===== src/rtl/asram_pkg.sv =====
`timescale 1ns/1ps
package asram_pkg;

    typedef enum logic [2:0] {
        S_IDLE,
        S_WR_SETUP,
        S_WR_PULSE,
        S_WR_HOLD,
        S_RD_WAIT,
        S_RD_ACCESS,
        S_RD_HOLD
    } seq_state_e;

    // Whole clock cycles covering a time in picoseconds, never below one.
    function automatic int unsigned cyc_of(input int unsigned t_ps, input int unsigned clk_ps);
        int unsigned c;
        c = (t_ps + clk_ps - 1) / clk_ps;
        return (c == 0) ? 1 : c;
    endfunction

    function automatic int unsigned max2(input int unsigned a, input int unsigned b);
        return (a > b) ? a : b;
    endfunction

endpackage


===== src/rtl/asram_interval.sv =====
`timescale 1ns/1ps
module asram_interval #(
    parameter int unsigned CNT_W = 4
) (
    input  logic             clk,
    input  logic             rst_n,
    input  logic             load,
    input  logic [CNT_W-1:0] len,
    output logic             last
);
    logic [CNT_W-1:0] cnt;

    always_ff @(posedge clk or negedge rst_n) begin
        if (!rst_n) begin
            cnt <= '0;
        end else if (load) begin
            cnt <= len - 1'b1;
        end else if (cnt != '0) begin
            cnt <= cnt - 1'b1;
        end
    end

    assign last = (cnt == '0);

    // A zero length would wrap the count and stretch a write pulse.
    p_len_nonzero_r4: assert property (@(posedge clk) disable iff (!rst_n)
        load |-> (len != '0));

endmodule


===== src/rtl/asram_recovery.sv =====
`timescale 1ns/1ps
module asram_recovery #(
    parameter int unsigned ADDR_W  = 16,
    parameter int unsigned RECOV_C = 1
) (
    input  logic              clk,
    input  logic              rst_n,
    input  logic              wr_end,
    input  logic [ADDR_W-1:0] wr_addr,
    input  logic [ADDR_W-1:0] chk_addr,
    output logic              hazard
);
    localparam int unsigned REC_W = $clog2(RECOV_C + 1);

    logic [REC_W-1:0]  rec_cnt;
    logic [ADDR_W-1:0] rec_addr;

    always_ff @(posedge clk or negedge rst_n) begin
        if (!rst_n) begin
            rec_cnt  <= '0;
            rec_addr <= '0;
        end else if (wr_end) begin
            rec_cnt  <= REC_W'(RECOV_C);
            rec_addr <= wr_addr;
        end else if (rec_cnt != '0) begin
            rec_cnt <= rec_cnt - 1'b1;
        end
    end

    assign hazard = (rec_cnt != '0) && (chk_addr == rec_addr);

    // After the window opens, the count only shrinks until a new write reloads it.
    p_window_shrinks_r7: assert property (@(posedge clk) disable iff (!rst_n)
        ($past(rec_cnt) != '0 && !$past(wr_end)) |-> (rec_cnt < $past(rec_cnt)));

endmodule


===== src/rtl/asram_capture.sv =====
`timescale 1ns/1ps
module asram_capture #(
    parameter int unsigned DATA_W = 4
) (
    input  logic              clk,
    input  logic              rst_n,
    input  logic              cap_en,
    input  logic [DATA_W-1:0] cap_data,
    output logic              rsp_valid,
    output logic [DATA_W-1:0] rsp_rdata
);
    always_ff @(posedge clk or negedge rst_n) begin
        if (!rst_n) begin
            rsp_valid <= 1'b0;
            rsp_rdata <= '0;
        end else begin
            rsp_valid <= cap_en;
            if (cap_en) begin
                rsp_rdata <= cap_data;
            end
        end
    end

    p_rsp_single_r6: assert property (@(posedge clk) disable iff (!rst_n)
        rsp_valid |=> !rsp_valid);

endmodule


===== src/rtl/asram_seq.sv =====
`timescale 1ns/1ps
module asram_seq
    import asram_pkg::*;
#(
    parameter int unsigned ADDR_W      = 16,
    parameter int unsigned DATA_W      = 4,
    parameter int unsigned T_CLK_PS    = 5000,
    parameter int unsigned T_ASET_PS   = 0,
    parameter int unsigned T_PULSE_PS  = 5000,
    parameter int unsigned T_DSET_PS   = 5000,
    parameter int unsigned T_HOLD_PS   = 2000,
    parameter int unsigned T_ACC_PS    = 7000,
    parameter int unsigned T_RECOV_PS  = 5000
) (
    input  logic              clk,
    input  logic              rst_n,
    input  logic              req_valid,
    output logic              req_ready,
    input  logic              req_write,
    input  logic [ADDR_W-1:0] req_addr,
    input  logic [DATA_W-1:0] req_wdata,
    output logic              rsp_valid,
    output logic [DATA_W-1:0] rsp_rdata,
    output logic              mem_cs_n,
    output logic              mem_we_n,
    output logic [ADDR_W-1:0] mem_addr,
    output logic [DATA_W-1:0] mem_din,
    input  logic [DATA_W-1:0] mem_dout
);
    localparam int unsigned SETUP_C = cyc_of(T_ASET_PS, T_CLK_PS);
    localparam int unsigned PULSE_C = max2(cyc_of(T_PULSE_PS, T_CLK_PS),
                                           cyc_of(T_DSET_PS, T_CLK_PS));
    localparam int unsigned HOLD_C  = cyc_of(T_HOLD_PS, T_CLK_PS);
    localparam int unsigned ACC_C   = cyc_of(T_ACC_PS, T_CLK_PS);
    localparam int unsigned RECOV_C = cyc_of(T_RECOV_PS, T_CLK_PS);
    localparam int unsigned MAX_C   = max2(max2(SETUP_C, PULSE_C), max2(HOLD_C, ACC_C));
    localparam int unsigned TMR_W   = $clog2(MAX_C + 1);
    localparam int unsigned PCHK_W  = $clog2(PULSE_C + 2);

    seq_state_e state, nxt;

    logic              accept;
    logic              tmr_load;
    logic [TMR_W-1:0]  tmr_len;
    logic              tmr_last;
    logic              rec_hazard;
    logic              wr_end;
    logic              cap_en;
    logic [ADDR_W-1:0] chk_addr;

    logic              rq_write;
    logic [ADDR_W-1:0] rq_addr;
    logic [DATA_W-1:0] rq_wdata;

    assign req_ready = (state == S_IDLE);
    assign accept    = req_valid && req_ready;
    assign chk_addr  = (state == S_IDLE) ? req_addr : rq_addr;
    assign wr_end    = (state == S_WR_PULSE) && (nxt == S_WR_HOLD);
    assign cap_en    = (state == S_RD_ACCESS) && tmr_last;
    assign tmr_load  = (nxt != state);

    // State register
    always_ff @(posedge clk or negedge rst_n) begin
        if (!rst_n) begin
            state <= S_IDLE;
        end else begin
            state <= nxt;
        end
    end

    // Next state
    always_comb begin
        nxt = state;
        unique case (state)
            S_IDLE: begin
                if (req_valid) begin
                    if (req_write) begin
                        nxt = S_WR_SETUP;
                    end else if (rec_hazard) begin
                        nxt = S_RD_WAIT;
                    end else begin
                        nxt = S_RD_ACCESS;
                    end
                end
            end
            S_WR_SETUP:  if (tmr_last) nxt = S_WR_PULSE;
            S_WR_PULSE:  if (tmr_last) nxt = S_WR_HOLD;
            S_WR_HOLD:   if (tmr_last) nxt = S_IDLE;
            S_RD_WAIT:   if (!rec_hazard) nxt = S_RD_ACCESS;
            S_RD_ACCESS: if (tmr_last) nxt = S_RD_HOLD;
            S_RD_HOLD:   if (tmr_last) nxt = S_IDLE;
            default:     nxt = S_IDLE;
        endcase
    end

    // Interval length for the state being entered
    always_comb begin
        unique case (nxt)
            S_WR_SETUP:           tmr_len = TMR_W'(SETUP_C);
            S_WR_PULSE:           tmr_len = TMR_W'(PULSE_C);
            S_WR_HOLD, S_RD_HOLD: tmr_len = TMR_W'(HOLD_C);
            S_RD_ACCESS:          tmr_len = TMR_W'(ACC_C);
            default:              tmr_len = TMR_W'(1);
        endcase
    end

    // Request capture at acceptance
    always_ff @(posedge clk or negedge rst_n) begin
        if (!rst_n) begin
            rq_write <= 1'b0;
            rq_addr  <= '0;
            rq_wdata <= '0;
        end else if (accept) begin
            rq_write <= req_write;
            rq_addr  <= req_addr;
            rq_wdata <= req_wdata;
        end
    end

    // Registered RAM-side outputs, decided from the state being entered
    always_ff @(posedge clk or negedge rst_n) begin
        if (!rst_n) begin
            mem_cs_n <= 1'b1;
            mem_we_n <= 1'b1;
            mem_addr <= '0;
            mem_din  <= '0;
        end else begin
            mem_cs_n <= !(nxt == S_WR_SETUP || nxt == S_WR_PULSE || nxt == S_WR_HOLD ||
                          nxt == S_RD_ACCESS || nxt == S_RD_HOLD);
            mem_we_n <= (nxt != S_WR_PULSE);
            if (accept) begin
                mem_addr <= req_addr;
            end
            if (nxt == S_WR_PULSE && state != S_WR_PULSE) begin
                mem_din <= rq_wdata;
            end
        end
    end

    asram_interval #(.CNT_W(TMR_W)) u_tmr (
        .clk   (clk),
        .rst_n (rst_n),
        .load  (tmr_load),
        .len   (tmr_len),
        .last  (tmr_last)
    );

    asram_recovery #(.ADDR_W(ADDR_W), .RECOV_C(RECOV_C)) u_rec (
        .clk      (clk),
        .rst_n    (rst_n),
        .wr_end   (wr_end),
        .wr_addr  (rq_addr),
        .chk_addr (chk_addr),
        .hazard   (rec_hazard)
    );

    asram_capture #(.DATA_W(DATA_W)) u_cap (
        .clk       (clk),
        .rst_n     (rst_n),
        .cap_en    (cap_en),
        .cap_data  (mem_dout),
        .rsp_valid (rsp_valid),
        .rsp_rdata (rsp_rdata)
    );

    // Low-cycle counter for the pulse-width check
    logic [PCHK_W-1:0] we_low_cnt;
    always_ff @(posedge clk or negedge rst_n) begin
        if (!rst_n) begin
            we_low_cnt <= '0;
        end else if (!mem_we_n) begin
            we_low_cnt <= we_low_cnt + 1'b1;
        end else begin
            we_low_cnt <= '0;
        end
    end

    p_we_needs_cs_r9: assert property (@(posedge clk) disable iff (!rst_n)
        !mem_we_n |-> !mem_cs_n);

    p_addr_stable_r3: assert property (@(posedge clk) disable iff (!rst_n)
        (!mem_cs_n && $past(!mem_cs_n)) |-> $stable(mem_addr));

    p_cs_held_at_rise_r3: assert property (@(posedge clk) disable iff (!rst_n)
        $rose(mem_we_n) |-> !mem_cs_n);

    p_din_stable_r5: assert property (@(posedge clk) disable iff (!rst_n)
        (!mem_cs_n && $past(!mem_we_n)) |-> $stable(mem_din));

    p_pulse_width_r4: assert property (@(posedge clk) disable iff (!rst_n)
        $rose(mem_we_n) |-> (we_low_cnt == PCHK_W'(PULSE_C)));

    p_idle_quiet_r10: assert property (@(posedge clk) disable iff (!rst_n)
        req_ready |-> (mem_cs_n && mem_we_n));

    p_no_early_read_r7: assert property (@(posedge clk) disable iff (!rst_n)
        ($fell(mem_cs_n) && !rq_write) |-> !rec_hazard);

endmodule


===== config.mk =====
export PLATFORM = sky130hd
export DESIGN_NAME = asram_seq
export DESIGN_NICKNAME = d
export VERILOG_FILES = /design/src/rtl/asram_pkg.sv /design/src/rtl/asram_interval.sv /design/src/rtl/asram_recovery.sv /design/src/rtl/asram_capture.sv /design/src/rtl/asram_seq.sv
export SDC_FILE = /design/constraint.sdc
export NUM_CORES = 1
export LEC_CHECK = 0
export BUFFER_PORTS_ARGS = -buffer_cell sky130_fd_sc_hd__buf_2
export CORE_ASPECT_RATIO = 0.9
export CORE_MARGIN = 3
export CORE_UTILIZATION = 58
export DETAILED_ROUTE_END_ITERATION = 8
export GPL_TIMING_DRIVEN = 0
export PLACE_DENSITY = 0.95
export SLEW_MARGIN = 20
export SYNTH_ARGS = -nofsm -noshare
export SYNTH_HDL_FRONTEND = slang
export SYNTH_SLANG_ARGS = --single-unit
export TNS_END_PERCENT = 1

===== constraint.sdc =====
create_clock -name clk -period 5.2 [get_ports clk]
set_clock_uncertainty 0.15 [all_clocks]
set_input_delay 1.04 -clock clk [delete_from_list [all_inputs] [get_ports clk]]
set_output_delay 1.04 -clock clk [all_outputs]
set_load 0.01 [all_outputs]

# After elaboration in Yosys (flattened, before gate mapping)
# Cells that the tools add are included.
# word_totals
out_inout_bits,28
register_bits,53
# classes
n_addsub,3
muxes,15
n_reduce_logical,15
eq_ne,15
# ops
cell,count
$mux 3,7
$pmux 3 s6,1
$eq 16x16->1,1
$mux 16,1
$eq 3x3->1 const B,5
$eq 3x2->1 const B,4
$eq 3x1->1 const B,2
$mux 2,3
$ne 3x2->1 const B,2
$logic_and 1x1->1,5
$logic_or 1x1->1,4
$reduce_bool 2->1,2
$sub 2x1->2 const B,2
$logic_not 3->1,1
$mux 1,3
$ne 3x3->1,1
$logic_not 2->1,1
$reduce_or 2->1,1
$logic_not 1->1,1
$sub 1x1->1 const B,1

# Depth between registers and ports, before layout
# depth
ltp_word,14
depth_mapped,11
ltp_nobuf,8

# Modules after synthesis
# A second synthesis with hierarchy kept.
# hier_totals
cells_unflattened,179
hier_area_um2,2469.9
# modules_own_cells
module,n_inst,cells_each,area_each_um2
asram_seq,1,105,1410.1
asram_recovery,1,57,797.0
asram_capture,1,9,170.2
asram_interval,1,8,92.6

# Worst setup path after synthesis
# OpenSTA, ideal clock, no wires.
# synth_path
kind,input -> register
from,in req_valid
to,reg u_tmr.cnt[0]
cell_stages,7
arrival_ps,2444
path_buffers,0
setup_slack_ps,2478
setup_ps,128
required_ps,4922
cell_sequence,or4bb_1 > a21oi_1 > a2111oi_2 > o2111ai_1 > nor4_2 > nor3_1 > mux2_1
# synth_via
elab_chain_cells,6
# synth_lines
item,line_no,rtl
"start, declared",asram_seq.sv:17,"input logic req_valid,"
$mux 3 (*),asram_seq.sv:76,if (req_valid) begin
$pmux 3 s6 (*),asram_seq.sv:74,unique case (state)
$eq 3x3->1,asram_seq.sv:98,unique case (nxt)
$mux 2,asram_seq.sv:98,
$sub 2x1->2,asram_interval.sv:17,cnt <= len - 1'b1;
$mux 2,asram_interval.sv:16,end else if (load) begin
"end signal, assigned",asram_interval.sv:17,
"end signal, assigned",asram_interval.sv:19,cnt <= cnt - 1'b1;
"end, declared",asram_interval.sv:11,logic [CNT_W-1:0] cnt;
# Mark *: on every way between the ends. The rest lies on a longest branch, timed or not.
# A chain may end at the register's enable or synchronous reset.

# Final worst setup path
# layout_path
from,reg state[0]
to,out req_ready
# layout_via
elab_chain_cells,1
# layout_lines
item,line_no,rtl
"start, declared",asram_seq.sv:40,"seq_state_e state, nxt;"
"start signal, assigned",asram_seq.sv:67,state <= nxt;
$logic_not 3->1,asram_seq.sv:55,assign req_ready = (state == S_IDLE);
"end, declared",asram_seq.sv:18,"output logic req_ready,"
# No other way between the ends.

==> results.py <==
metrics = {
    "outcome": {
        "status": "finished, final reports clean",
    },
    "floorplanning": {
        "die_x_um": 76.2,
        "die_h_um": 69.2,
        "core_area_mm2": 0.00418,
        "start_util_pct": 61.5,
        "ioPinCount": 56,
        "dieArea_mm2": 0.00527,
        "rows": 22,
    },
    "grt": {
        "grt_usage_pct": 22.3,
        "antenna_found_initial": 0,
        "grt_pass1_wl_mm": 9.32,
        "grt_pass1_vias": 1932,
        "grt_overflow": 0,
        "grt_max_degree": 54,
    },
    "synthesis": {
        "synth_area_leaders": "dfrtp_1, mux2_2, nand2_1, inv_1, o21ai_0",
        "synth_top_area_cell": "dfrtp_1",
        "yosysTopAreaCellShare_pct": 49.6,
        "synth_most_common_cell": "dfrtp_1",
        "ys_top_cells_by_count": "dfrtp_1, nand2_1, mux2_2",
        "synth_area_mm2": 0.00257,
        "synth_warnings": 0,
        "synth_flop_cell": "dfrtp_1",
        "async_reset_ff_share_pct": 100,
        "syn_nets": 267,
        "synth_cell_types": 43,
        "syn_inst": 239,
        "synth-edff-count": 0,
        "yosys_register_bits": 53,
        "avgSynthCellArea_um2": 10.8,
        "ys_seq_area_share_pct": 51.7,
    },
    "sta": {
        "finalCritPeriodShare_pct": 55.4,
        "setup_violations": 0,
        "min_period_ps": 2880,
        "rsz0062_at_grt": "false",
        "slew_headroom_pct": 57.5,
        "fmax_ghz": 0.347,
        "finalMaxSlewViolations": 0,
        "worst_pin_slew_ps": 638,
        "fin_setup_tns_ps": 0,
        "hold_viol_final": 0,
    },
    "drt": {
        "wl_mm": 5.58,
        "drc": 0,
        "num_vias": 2010,
        "ant_nets": 0,
        "viasPerCell": 5.55,
        "initialDrtViolationCount": 232,
        "dr.pass1.iters": 4,
        "wire_per_inst_um": 15.4,
    },
    "cells_and_area": {
        "layout-drive-gt1-share_pct": 36.1,
        "fin_util_pct": 72.0,
        "fin_area_mm2": 0.00301,
        "fin_cells": 362,
        "nets": 329,
        "antenna_cells": 0,
        "area_delta_synth_final_pct": 17.1,
    },
    "power_and_ir_drop": {
        "power.internal_w": 0.00117,
        "power.total_w": 0.00195,
        "p_per_area_mw_per_mm2": 648,
        "clockPowerShare_pct": 11.9,
        "p_seq_share_pct": 40.2,
        "vdd_drop_max_uv": 345,
        "power_frac_comb_pct": 47.9,
        "swShare_pct": 40.1,
        "power.leakage_nw": 1.40,
        "total_switching_power_w": 0.000783,
    },
    "place": {
        "portBuffers": 55,
        "placed_area_mm2": 0.00292,
        "dp_hpwl_mm": 4.11,
        "place_inst": 354,
        "place.gp.congestion": 0.848,
    },
    "cts": {
        "cts_buffers": 5,
        "htree_levels": 2,
        "tritoncts": "yes",
        "cts_setup_buffers": 0,
        "cts.clk_slew.worst_paths_ps": 90,
        "cts_sinks": 53,
        "cts_root_buf": "clkbuf_8",
        "ctsHoldBuffers": 0,
        "postCtsResizedCells": 0,
        "clk_path_buf_depth": 2,
        "insertion_delay_ps": 310,
    },
    "setup_path": {
        "r2r_slack_ps": 2330,
        "worstSetupStartpointType": "flop",
        "required_ps": 4010,
        "crit_type": "reg -> out",
        "crit_arrival_ps": 1690,
        "end_kind": "output pin",
        "cp_max_fo": 10,
    },
    "job": {
        "drv_cap": 0,
    },
    "hold_path": {
        "hold_class": "reg -> reg",
    },
}
-- cells by family after synthesis --
family                    after synthesis  share of synthesized area [%]
buffers and inverters                  31                           5.79
AOI/OAI and AO/OA                      46                           11.8
and+or+nand+nor                        65                           12.5
DFF                                    53                           51.7
muxes                                  34                           14.8
xor gates and xnor gates               10                           3.41
-- registers in the layout, summed over array words and instances (netlist names) --
| signal | count |
|---|---|
| mem_addr | 16 |
| u_rec.rec_addr | 16 |
| mem_din | 4 |
| rq_wdata | 4 |
| u_cap.rsp_rdata | 4 |
| state | 3 |
| u_tmr.cnt | 2 |
| mem_cs_n | 1 |
| mem_we_n | 1 |
| u_cap.rsp_valid | 1 |
| u_rec.rec_cnt | 1 |
-- cell usage in the layout, fill, tap and decap left out, types with 4 or more instances in the layout --
cell type,Yosys,layout
a21oi_1,10,10
buf_2,1,55
buf_6,4,4
clkbuf_1,6,7
clkbuf_8,0,5
dfrtp_1,51,51
inv_1,19,19
mux2_2,31,31
nand2_1,34,34
nor2_1,11,11
o21ai_0,14,14
o22ai_1,6,6
xnor2_1,5,5
xor2_1,5,5
-- power by group through the flow --
stage               clock [W]  combinational [W]  sequential, W
floorplan                   0           0.000626       0.000804
global placement            0           0.000892       0.000774
detailed placement          0           0.000932       0.000790
CTS                  0.000233           0.000935       0.000783
global route         0.000247            0.00104       0.000818
finish               0.000232           0.000934       0.000785
-- path summary, 6_finish.rpt --
kind	start	endpoint	cells after the start
setup / recovery	state[0]	req_ready	6
hold / removal	u_cap.rsp_rdata[1]	u_cap.rsp_rdata[1]	2
setup reg to reg	state[0]	u_tmr.cnt[0]	11
hold reg to reg	u_cap.rsp_rdata[1]	u_cap.rsp_rdata[1]	2
max in group asynchronous	rst_n	u_cap.rsp_rdata[0]	1
min in group asynchronous	rst_n	mem_addr[2]	1
-- through the flow --
| step | hold slack (ps) | worst slack, ps |
|---|---|---|
| after floorplan | 327 | 2480 |
| after global placement | 305 | 2230 |
| after detailed placement | 312 | 2160 |
| after CTS | 335 | 2320 |
| after global routing | 378 | 2170 |
| final | 330 | 2320 |
-- cell type report --
| cell class | instances | area (um2) |
|---|---|---|
| tap | 60 | 75.1 |
| sequential | 53 | 1330 |
| buffer | 11 | 72.6 |
| multi-input combinational | 155 | 1090 |
| inverter | 20 | 76.3 |
| fill | 320 | 1170 |
| timing repair buffer | 55 | 278 |
| clock buffer | 6 | 72.6 |
| clock inverter | 2 | 15.0 |
-- layer usage --
| layer | routed length [um] | track usage, % | share of wire [%] |
|---|---|---|---|
| met4 | 110 | 8.65 | 2.0 |
| met3 | 436 | 5.87 | 7.8 |
| met1 | 2360 | 30.0 | 42 |
| met2 | 2670 | 34.8 | 48 |
| met5 | 0 | 0 | 0 |
-- worst max-delay path: stages, from the launching register on --
cell	delay, ps
dfrtp_1	390
buf_6	130
or3_4	350
clkinv_2	70
buf_6	150
buf_6	160
buf_2	140
(Power assumes the default switching activity.)
